File: config.mk
export PLATFORM = sky130hd
export DESIGN_NAME = ipc_mailbox
export DESIGN_NICKNAME = d
export VERILOG_FILES = /design/src/rtl/ipc_mbox_pkg.sv /design/src/rtl/ipc_mbox_decode.sv /design/src/rtl/ipc_mbox_pending.sv /design/src/rtl/ipc_mbox_cpu_port.sv /design/src/rtl/ipc_mbox_slots.sv /design/src/rtl/ipc_mailbox.sv
export SDC_FILE = /design/constraint.sdc
export NUM_CORES = 1
export LEC_CHECK = 0
export BUFFER_PORTS_ARGS = -buffer_cell sky130_fd_sc_hd__buf_4
export CELL_PAD_IN_SITES_DETAIL_PLACEMENT = 1
export CELL_PAD_IN_SITES_GLOBAL_PLACEMENT = 1
export CORE_ASPECT_RATIO = 0.6
export CORE_MARGIN = 5
export CORE_UTILIZATION = 51
export CTS_BUF_LIST = sky130_fd_sc_hd__clkbuf_16
export DETAILED_ROUTE_END_ITERATION = 10
export PLACE_DENSITY_LB_ADDON = 0.1
export SETUP_SLACK_MARGIN = 0.02
export SLEW_MARGIN = 20
export SYNTH_ARGS = -nofsm -noshare
export SYNTH_HDL_FRONTEND = slang
export SYNTH_SLANG_ARGS = --single-unit
File: constraint.sdc
create_clock -name clk -period 7.35 [get_ports clk]
set_input_delay 1.1025 -clock clk [delete_from_list [all_inputs] [get_ports clk]]
set_output_delay 1.1025 -clock clk [all_outputs]
set_load 0.05 [all_outputs]
File: src/rtl/ipc_mbox_pkg.sv
package ipc_mbox_pkg;
  typedef enum logic [2:0] {
    TGT_NONE,
    TGT_EN,
    TGT_SCR,
    TGT_CLR,
    TGT_STAT,
    TGT_SET,
    TGT_SLOT
  } tgt_e;

  localparam int OFF_CLR_BASE  = 'h10;
  localparam int OFF_STAT_LANE = 'h8;
  localparam int OFF_SET       = 'h60;
  localparam int OFF_CTX       = 'h400;
endpackage

File: src/rtl/ipc_mbox_decode.sv
module ipc_mbox_decode
  import ipc_mbox_pkg::*;
#(
  parameter int ADDR_W   = 11,
  parameter int NUM_CPU  = 4,
  parameter int NUM_CHAN = 8,
  localparam int CPU_W   = (NUM_CPU > 1) ? $clog2(NUM_CPU) : 1,
  localparam int CHAN_W  = (NUM_CHAN > 1) ? $clog2(NUM_CHAN) : 1
) (
  input  logic [ADDR_W-1:0] addr,
  output tgt_e              tgt,
  output logic [CPU_W-1:0]  cpu,
  output logic [CHAN_W-1:0] chan
);
  localparam int CTX_END = OFF_CTX + NUM_CHAN * 8;
  localparam int CPU_END = OFF_CLR_BASE + NUM_CPU * 16;

  int a;

  always_comb begin
    a    = int'(addr);
    tgt  = TGT_NONE;
    cpu  = '0;
    chan = '0;
    if (a >= OFF_CTX && a < CTX_END) begin
      tgt  = TGT_SLOT;
      chan = CHAN_W'((a - OFF_CTX) >> 3);
    end else if (a == OFF_SET) begin
      tgt = TGT_SET;
    end else if (a < NUM_CPU * 4) begin
      cpu = CPU_W'(a >> 2);
      if (a[1:0] == 2'd0)      tgt = TGT_EN;
      else if (a[1:0] == 2'd2) tgt = TGT_SCR;
    end else if (a >= OFF_CLR_BASE && a < CPU_END) begin
      cpu = CPU_W'((a - OFF_CLR_BASE) >> 4);
      if (a[3:0] == 4'd0)                 tgt = TGT_CLR;
      else if (a[3:0] == OFF_STAT_LANE)   tgt = TGT_STAT;
    end
  end
endmodule

File: src/rtl/ipc_mbox_pending.sv
module ipc_mbox_pending #(
  parameter int NUM_CHAN = 8
) (
  input  logic                clk,
  input  logic                rst,
  input  logic [NUM_CHAN-1:0] set_mask,
  input  logic [NUM_CHAN-1:0] clr_mask,
  output logic [NUM_CHAN-1:0] pend
);
  // clear takes priority over set on the same bit
  always_ff @(posedge clk) begin
    if (rst) pend <= '0;
    else     pend <= (pend | set_mask) & ~clr_mask;
  end
endmodule

File: src/rtl/ipc_mbox_cpu_port.sv
module ipc_mbox_cpu_port #(
  parameter int NUM_CHAN = 8
) (
  input  logic                clk,
  input  logic                rst,
  input  logic                en_we,
  input  logic                scr_we,
  input  logic [7:0]          wbyte,
  input  logic [NUM_CHAN-1:0] pend,
  output logic [NUM_CHAN-1:0] en,
  output logic [7:0]          scr,
  output logic [NUM_CHAN-1:0] stat,
  output logic                irq
);
  always_ff @(posedge clk) begin
    if (rst) begin
      en  <= '0;
      scr <= '0;
    end else begin
      if (en_we)  en  <= wbyte[NUM_CHAN-1:0];
      if (scr_we) scr <= wbyte;
    end
  end

  assign stat = pend & en;
  assign irq  = |stat;
endmodule

File: src/rtl/ipc_mbox_slots.sv
module ipc_mbox_slots #(
  parameter int NUM_CHAN = 8,
  parameter int DATA_W   = 64,
  localparam int CHAN_W  = (NUM_CHAN > 1) ? $clog2(NUM_CHAN) : 1
) (
  input  logic              clk,
  input  logic              rst,
  input  logic              we,
  input  logic [CHAN_W-1:0] widx,
  input  logic [DATA_W-1:0] wdata,
  input  logic [CHAN_W-1:0] ridx,
  output logic [DATA_W-1:0] rdata
);
  logic [DATA_W-1:0] mem [NUM_CHAN];

  for (genvar n = 0; n < NUM_CHAN; n++) begin : g_slot
    always_ff @(posedge clk) begin
      if (rst)                              mem[n] <= '0;
      else if (we && widx == CHAN_W'(n))    mem[n] <= wdata;
    end
  end

  assign rdata = mem[ridx];
endmodule

File: src/rtl/ipc_mailbox.sv
module ipc_mailbox
  import ipc_mbox_pkg::*;
#(
  parameter int ADDR_W   = 11,
  parameter int NUM_CPU  = 4,
  parameter int NUM_CHAN = 8,
  parameter int DATA_W   = 64
) (
  input  logic               clk,
  input  logic               rst,
  input  logic               bus_wr,
  input  logic               bus_rd,
  input  logic [ADDR_W-1:0]  bus_addr,
  input  logic [DATA_W-1:0]  bus_wdata,
  output logic [DATA_W-1:0]  bus_rdata,
  output logic               bus_rvalid,
  output logic [NUM_CPU-1:0] irq
);
  localparam int CPU_W  = (NUM_CPU > 1) ? $clog2(NUM_CPU) : 1;
  localparam int CHAN_W = (NUM_CHAN > 1) ? $clog2(NUM_CHAN) : 1;

  tgt_e              tgt;
  logic [CPU_W-1:0]  cpu;
  logic [CHAN_W-1:0] chan;

  ipc_mbox_decode #(.ADDR_W(ADDR_W), .NUM_CPU(NUM_CPU), .NUM_CHAN(NUM_CHAN)) u_dec (
    .addr(bus_addr), .tgt(tgt), .cpu(cpu), .chan(chan)
  );

  logic [NUM_CHAN-1:0] pend, set_mask, clr_mask;
  assign set_mask = (bus_wr && tgt == TGT_SET) ? bus_wdata[NUM_CHAN-1:0] : '0;
  assign clr_mask = (bus_wr && tgt == TGT_CLR) ? bus_wdata[NUM_CHAN-1:0] : '0;

  ipc_mbox_pending #(.NUM_CHAN(NUM_CHAN)) u_pend (
    .clk(clk), .rst(rst), .set_mask(set_mask), .clr_mask(clr_mask), .pend(pend)
  );

  logic [NUM_CHAN-1:0] en_a   [NUM_CPU];
  logic [NUM_CHAN-1:0] stat_a [NUM_CPU];
  logic [7:0]          scr_a  [NUM_CPU];

  for (genvar c = 0; c < NUM_CPU; c++) begin : g_cpu
    ipc_mbox_cpu_port #(.NUM_CHAN(NUM_CHAN)) u_port (
      .clk   (clk),
      .rst   (rst),
      .en_we (bus_wr && tgt == TGT_EN  && cpu == CPU_W'(c)),
      .scr_we(bus_wr && tgt == TGT_SCR && cpu == CPU_W'(c)),
      .wbyte (bus_wdata[7:0]),
      .pend  (pend),
      .en    (en_a[c]),
      .scr   (scr_a[c]),
      .stat  (stat_a[c]),
      .irq   (irq[c])
    );
  end

  logic [DATA_W-1:0] slot_q;
  ipc_mbox_slots #(.NUM_CHAN(NUM_CHAN), .DATA_W(DATA_W)) u_slots (
    .clk(clk), .rst(rst),
    .we(bus_wr && tgt == TGT_SLOT), .widx(chan), .wdata(bus_wdata),
    .ridx(chan), .rdata(slot_q)
  );

  logic [DATA_W-1:0] rd_d;
  always_comb begin
    unique case (tgt)
      TGT_EN:           rd_d = DATA_W'(en_a[cpu]);
      TGT_SCR:          rd_d = DATA_W'(scr_a[cpu]);
      TGT_STAT:         rd_d = DATA_W'(stat_a[cpu]);
      TGT_CLR, TGT_SET: rd_d = DATA_W'(pend);
      TGT_SLOT:         rd_d = slot_q;
      default:          rd_d = '0;
    endcase
  end

  always_ff @(posedge clk) begin
    if (rst) begin
      bus_rvalid <= 1'b0;
      bus_rdata  <= '0;
    end else begin
      bus_rvalid <= bus_rd;
      bus_rdata  <= bus_rd ? rd_d : '0;
    end
  end
endmodule

==> results of run 1 <==
-- synthesized netlist by cell type (3+ instances only) --
| cell | number |
|---|---|
| a2111oi_0 | 53 |
| a211oi_1 | 60 |
| a21oi_1 | 102 |
| a222oi_1 | 8 |
| a22o_1 | 10 |
| a22oi_1 | 16 |
| a31o_2 | 3 |
| a31oi_1 | 3 |
| and2_1 | 514 |
| and3_1 | 3 |
| buf_1 | 9 |
| buf_2 | 23 |
| buf_4 | 6 |
| clkbuf_1 | 145 |
| dfxtp_1 | 137 |
| edfxtp_1 | 512 |
| inv_1 | 3 |
| mux2_2 | 8 |
| mux2i_1 | 174 |
| mux4_2 | 19 |
| nand2_1 | 70 |
| nand2b_1 | 54 |
| nand3_1 | 52 |
| nand3b_1 | 3 |
| nand4_1 | 9 |
| nor2_1 | 137 |
| nor2b_1 | 8 |
| nor3_1 | 8 |
| nor3b_1 | 3 |
| o211ai_1 | 4 |
| o21ai_0 | 6 |
| o21bai_1 | 3 |
| o221ai_1 | 55 |
| or3_1 | 8 |
-- logic make-up after synthesis --
kind of cell,count (synthesis),synth area share
simple gates,884,0.174
fa+ha+maj,2,0.000872
mux,201,0.0787
flops,649,0.631
compound gates,343,0.0885
buf+inv,188,0.0267
-- power breakdown --
group / internal [mW] / switching [mW]
Sequential: 4.10 / 0.0497
Combinational: 0.142 / 0.307
Clock: 1.68 / 1.40
Total: 5.92 / 1.76
-- stage by stage --
stage	cells	worst slack, ps	power [mW]	hold slack (ps)
after floorplan	2267	1530	4.46	452
after global placement	3025	2410	4.64	465
after detailed placement	3026	2380	4.67	492
after CTS	3142	3070	7.72	502
after global routing	3143	2840	7.94	543
final	3144	2920	7.68	501
-- metal layers --
metal,wire length [um],track usage,vias to the layer above
met3,6100,0.0448,113
met2,39200,0.433,743
li1,-,-,8434
met5,0,0,-
met1,38900,0.411,10100
met4,1430,0.0580,0
-- state kept, by name (all words and copies together), names as in the netlist --
| name | cells |
|---|---|
| bus_rvalid | 1 |
| u_slots.mem | 512 |
| bus_rdata | 64 |
| g_cpu.u_port.en | 32 |
| u_pend.pend | 8 |
| g_cpu.u_port.scr | 32 |
-- worst min-delay path by stage --
stage | slack [ps] | cells after the start | startpoint | to
4_1_cts | 500 | 2 | g_cpu[2].u_port.scr[3]$_SDFFE_PP0P_ | g_cpu[2].u_port.scr[3]$_SDFFE_PP0P_
5_1_grt | 540 | 2 | g_cpu[1].u_port.scr[1]$_SDFFE_PP0P_ | g_cpu[1].u_port.scr[1]$_SDFFE_PP0P_
6_report | 500 | 2 | g_cpu[2].u_port.scr[3]$_SDFFE_PP0P_ | g_cpu[2].u_port.scr[3]$_SDFFE_PP0P_
3_3_place_gp | 470 | 2 | g_cpu[2].u_port.scr[3]$_SDFFE_PP0P_ | g_cpu[2].u_port.scr[3]$_SDFFE_PP0P_
3_5_place_dp | 490 | 2 | g_cpu[2].u_port.scr[5]$_SDFFE_PP0P_ | g_cpu[2].u_port.scr[5]$_SDFFE_PP0P_
2_1_floorplan | 450 | 2 | g_cpu[3].u_port.scr[3]$_SDFFE_PP0P_ | g_cpu[3].u_port.scr[3]$_SDFFE_PP0P_
-- worst max-delay path, cell delays in order --
cell and delay, ps:
buf_6 580, buf_4 950, nor2_1 190, nor2_4 870
nor3_4 270, buf_4 390, and2_1 280
-- area by class of cell --
cell class,instances,share of cell area
clock buffer,63,0.0487
clock inverter,53,0.00997
sequential,649,0.559
tap,759,0.0293
multi-input combinational,1430,0.308
inverter,3,0.000348
timing repair buffer,185,0.0440
antenna,2,0.000155
-- placed cells by master, fill, tap and decap left out, types with 4 or more instances in the layout --
master / synthesis / routed
nand4_1: 9 / 9
a211oi_1: 60 / 60
o21ai_0: 6 / 6
a22o_1: 10 / 10
clkbuf_16: 0 / 63
bufinv_16: 0 / 4
a22oi_1: 16 / 16
mux2_2: 8 / 8
edfxtp_1: 512 / 512
a222oi_1: 8 / 8
mux2i_1: 174 / 174
buf_4: 6 / 181
nor2_1: 137 / 134
a2111oi_0: 53 / 52
o221ai_1: 55 / 55
a21oi_1: 102 / 102
and2_1: 514 / 514
clkinv_2: 0 / 11
or3_1: 8 / 8
nor3_1: 8 / 4
nor2b_1: 8 / 8
nand2_2: 1 / 4
nand2_1: 70 / 67
nand3_1: 52 / 52
nor3_2: 2 / 5
clkinv_1: 0 / 23
dfxtp_1: 137 / 137
nand2b_1: 54 / 54
mux4_2: 19 / 19
o211ai_1: 4 / 4
inv_1: 3 / 17
==> metrics.txt, run 1 <==
CTS tree yes; Post-synth EDFFs 512; Main synth FF type edfxtp_1; Root Driver clkbuf_16; IO buf count ~150; initial antenna violation count 2; outcome completed; synth top area cells edfxtp_1 54%, and2_1 11%, dfxtp_1 9.6%; Critical Path RT slightly below 8000 ps; Max Clk Rate approximately 0.23 GHz; die width roughly 320 um; via density per instance between 6 and 7; FF-to-FF Start u_slots.mem[3][4]$_SDFFCE_PN0P_; Chip Height 194 um; Final Slew Violations 0; Critical Path AT 4820 ps; Post-Syn Nets 2348; Final Skew between 15 and 20 ps; Fin. Hold Viols 0; final setup vio count 0; Worst VDD drop between 0.15 and 0.2 mV; Ports roughly 150; HP Class flop to flop; WL per Instance about 27 um; Max clock buf depth 3; pin count of the biggest net entering global routing 94; Layout area overhead 12.8%; Power Density roughly 240 mW/mm2; worst r2r dst bus_rdata[4]$_SDFF_PP0_; Pleak about 12 nW; Worst-Margin Slew 1100 ps; final core occ 0.581; flop2flop setup slack ~5400 ps; R2R cell count 6; share of post-route cells with drive strength above 1 0.136; period utilisation layout 0.603; Multi-input gate area between 0.009 and 0.01 mm2; first-pass GRT wire length 130000 um; detailed router's first-iteration violation count approximately 1900; DRC Markers 0; dominant cell type by area after synthesis edfxtp_1; Resized cells post-CTS 0; RSZ-0062 raised after global routing false; H-Tree Depth 2; Post-DP Area just over 0.03 mm2; detailed placer's ending HPWL ~48000 um; Tot GR Track Use 0.276; vias in the first global route slightly above 20000; fillers 5467; hold_buf cts 0; syn avg cell area 12.7 um2; critical path peak fanout 76; worst setup path class input pin to flop; Worst setup SP type input pin; Synth Warn # 0; Synth cell types 65; post-CTS setup buffer count 0; top-area cell type share of the netlist area 0.536; Die Area ~0.061 mm2; crit path from bus_addr[4]; ANT nets after route 0; initial core utilization 0.515; clk_lat worst skew between 600 and 700 ps; Clock Sinks around 650; Slew HR 0.268; area occupied by registers 0.0181 mm2; cells after synthesis roughly 2300; via count slightly below 20000; TNS Setup 0 ps; CP Capture Type flop; worst setup path end u_slots.mem[4][3]$_SDFFCE_PN0P_; Yosys reg bits between 600 and 700; Async SR Flop Fraction 0; fin area between 0.03 and 0.04 mm2; Seq/Total Area, Yosys 0.631; total core area 0.0557 mm2; mapped cell area about 0.029 mm2; routability cong. roughly 0.92; CTS Buf Count between 60 and 70; Reg clk slew, reported paths ~70 ps; Max-Cap Viols 0; fin crit period roughly 4400 ps; Total Wirelength roughly 86000 um; row cnt 67; Congestion Overflow GR 0; drt pass-1 iters 5; nets 2411
No activity file was read; power rests on OpenSTA's default activity.
==> inputs of run 2 (changes only) <==
--- a/config.mk
+++ b/config.mk
@@ -10,7 +10,7 @@
 export CELL_PAD_IN_SITES_GLOBAL_PLACEMENT = 1
 export CORE_ASPECT_RATIO = 0.6
 export CORE_MARGIN = 5
-export CORE_UTILIZATION = 51
+export CORE_UTILIZATION = 46
 export CTS_BUF_LIST = sky130_fd_sc_hd__clkbuf_16
 export DETAILED_ROUTE_END_ITERATION = 10
 export PLACE_DENSITY_LB_ADDON = 0.1
==> constraint.sdc (replaced) <==
create_clock -name clk -period 3.8 [get_ports clk]
set_input_delay 0.57 -clock clk [delete_from_list [all_inputs] [get_ports clk]]
set_output_delay 0.57 -clock clk [all_outputs]
set_load 0.05 [all_outputs]
==> run 2 against run 1 <==
Core utilization down 4.2 points; combinational power up 100%; largest power group unchanged; clock-buffer cell count up 6; setup slack worse by 1900 ps; first-iteration DRC count down 2.3%; via count down 0.88%.
==> metrics.txt, run 2 (synthesis gave the netlist of run 1 again) <==
outcome completed; Max-Cap Viols 0; FF-to-FF Start u_slots.mem[7][5]$_SDFFCE_PN0P_; Reg with most FFs u_slots.mem; post-CTS setup buffer count 0; Layout area overhead 15.2%; flop2flop setup slack about 1500 ps; Critical Path RT between 4000 and 5000 ps; via density per instance about 5.9; detailed placer's ending HPWL between 50000 and 60000 um; total core area a little over 0.06 mm2; period utilisation layout 0.721; fin area 0.0331 mm2; Worst-Margin Slew roughly 950 ps; Critical Path AT between 3000 and 4000 ps; most frequent cells in the layout 514 x and2_1, 512 x edfxtp_1, 193 x buf_4, 174 x mux2i_1, 137 x dfxtp_1; most used cell, CP buf_4; critical path cell sequence buf_4, inv_1, ha_1, a221oi_2, buf_4, nor2_1, a22o_1, a2111oi_0, a21oi_1; WL per Instance approximately 26 um; Final Slew Violations 0; Chip Height ~200 um; Worst setup SP type input pin; pin count of the biggest net entering global routing approximately 140; CP max-delay cell a2111oi_0; Tot GR Track Use 0.251; via count around 19000; initial antenna violation count 3; nets 2449; final setup vio count 0; routability cong. 0.893; pre-CTS setup slack roughly 320 ps; row cnt 70; Root Driver clkbuf_16; Total Wirelength 86100 um; initial core utilization 0.468; drt pass-1 iters 6; IO buf count 147; critical path peak fanout 7; Power Density between 400 and 500 mW/mm2; CTS tree yes; slowest stage delay, CP 810 ps; Slew HR 0.350; number of flip-flops in the largest register 512; CP delay by family, top compound AO/OA/AOI/OAI gates; Max Clk Rate 0.365 GHz; Final Skew roughly 16 ps; Max clock buf depth 3; Die Area 0.0677 mm2; CTS Buf Count between 60 and 70; Fin. Hold Viols 0; share of post-route cells with drive strength above 1 0.148; crit path from bus_addr[5]; Clock Sinks 649; Post-DP Area around 0.031 mm2; Pwr Total 15.0 mW; hold_buf cts 0; Top Registers u_slots.mem: 512 flops, bus_rdata: 64 flops; H-Tree Depth 3; CP Capture Type flop; die width 333 um; ANT nets after route 0; worst setup path class input pin to flop; Worst VDD drop approximately 0.26 mV; first-pass GRT wire length 129000 um; HP Class input pin to flop; Pleak between 10 and 15 nW; Resized cells post-CTS 0; Ports roughly 150; final worst slack 1060 ps; Worst Hold Launch bus_wdata[37]; clk_lat worst skew approximately 600 ps; Reg clk slew, reported paths approximately 60 ps; fin crit period ~2700 ps; commonest non-fill, non-tap cell in the layout and2_1; vias in the first global route 20300; worst path bufs/invs 3; DRC Markers 0; detailed router's first-iteration violation count 1900; RSZ-0062 raised after global routing false; final core occ 0.539; Congestion Overflow GR 0
==> run 2: cell count changes in the layout (fill, tap and decap cells not counted), sizes merged <==
cell and delta:
buf +33, clkbuf +6, inv +12, diode -1, bufinv -3, clkinvlp +1
clkinv -12
==> run 2: worst register-to-register path, delay by kind of cell, from the launching register on <==
kind,cells,cell delay [ps]
AOI/OAI and AO/OA,3,1300
DFF,1,370
muxes,1,470
==> run 2: area by class of cell <==
| class | instances | area (um2) |
|---|---|---|
| clock inverter | 51 | 243 |
| clock buffer | 69 | 1730 |
| tap | 828 | 1040 |
| inverter | 3 | 11.3 |
| antenna | 1 | 2.50 |
| sequential | 649 | 18100 |
| fill | 6160 | 28200 |
| timing repair buffer | 218 | 1940 |
| multi-input combinational | 1430 | 9980 |
==> run 2: worst paths after layout <==
check / end / cells past startpoint
max reg2reg: bus_rdata[5]$_SDFF_PP0_ / 4
max: bus_rdata[5]$_SDFF_PP0_ / 9
min: u_slots.mem[4][37]$_SDFFCE_PN0P_ / 2
min reg2reg: g_cpu[2].u_port.scr[3]$_SDFFE_PP0P_ / 2
==> run 2: routing by layer <==
metal | part of all wire | vias up | track usage
li1 | - | 8533 | -
met4 | 0.017 | 0 | 0.0557
met2 | 0.45 | 595 | 0.391
met5 | 0 | - | 0
met1 | 0.47 | 9965 | 0.368
met3 | 0.066 | 96 | 0.0480
==> run 2: where the power goes <==
group          internal [mW]  switching, mW
Combinational          0.306          0.594
Sequential              7.92         0.0922
Clock                   3.35           2.73
==> run 2: stage by stage <==
step                setup TNS, ps  hold slack [ps]  instances
detailed placement              0              481       3127
global placement                0              468       3127
floorplan                  -19990              452       2267
finish                          0              299       3249
global route                    0              282       3249
CTS                             0              268       3247
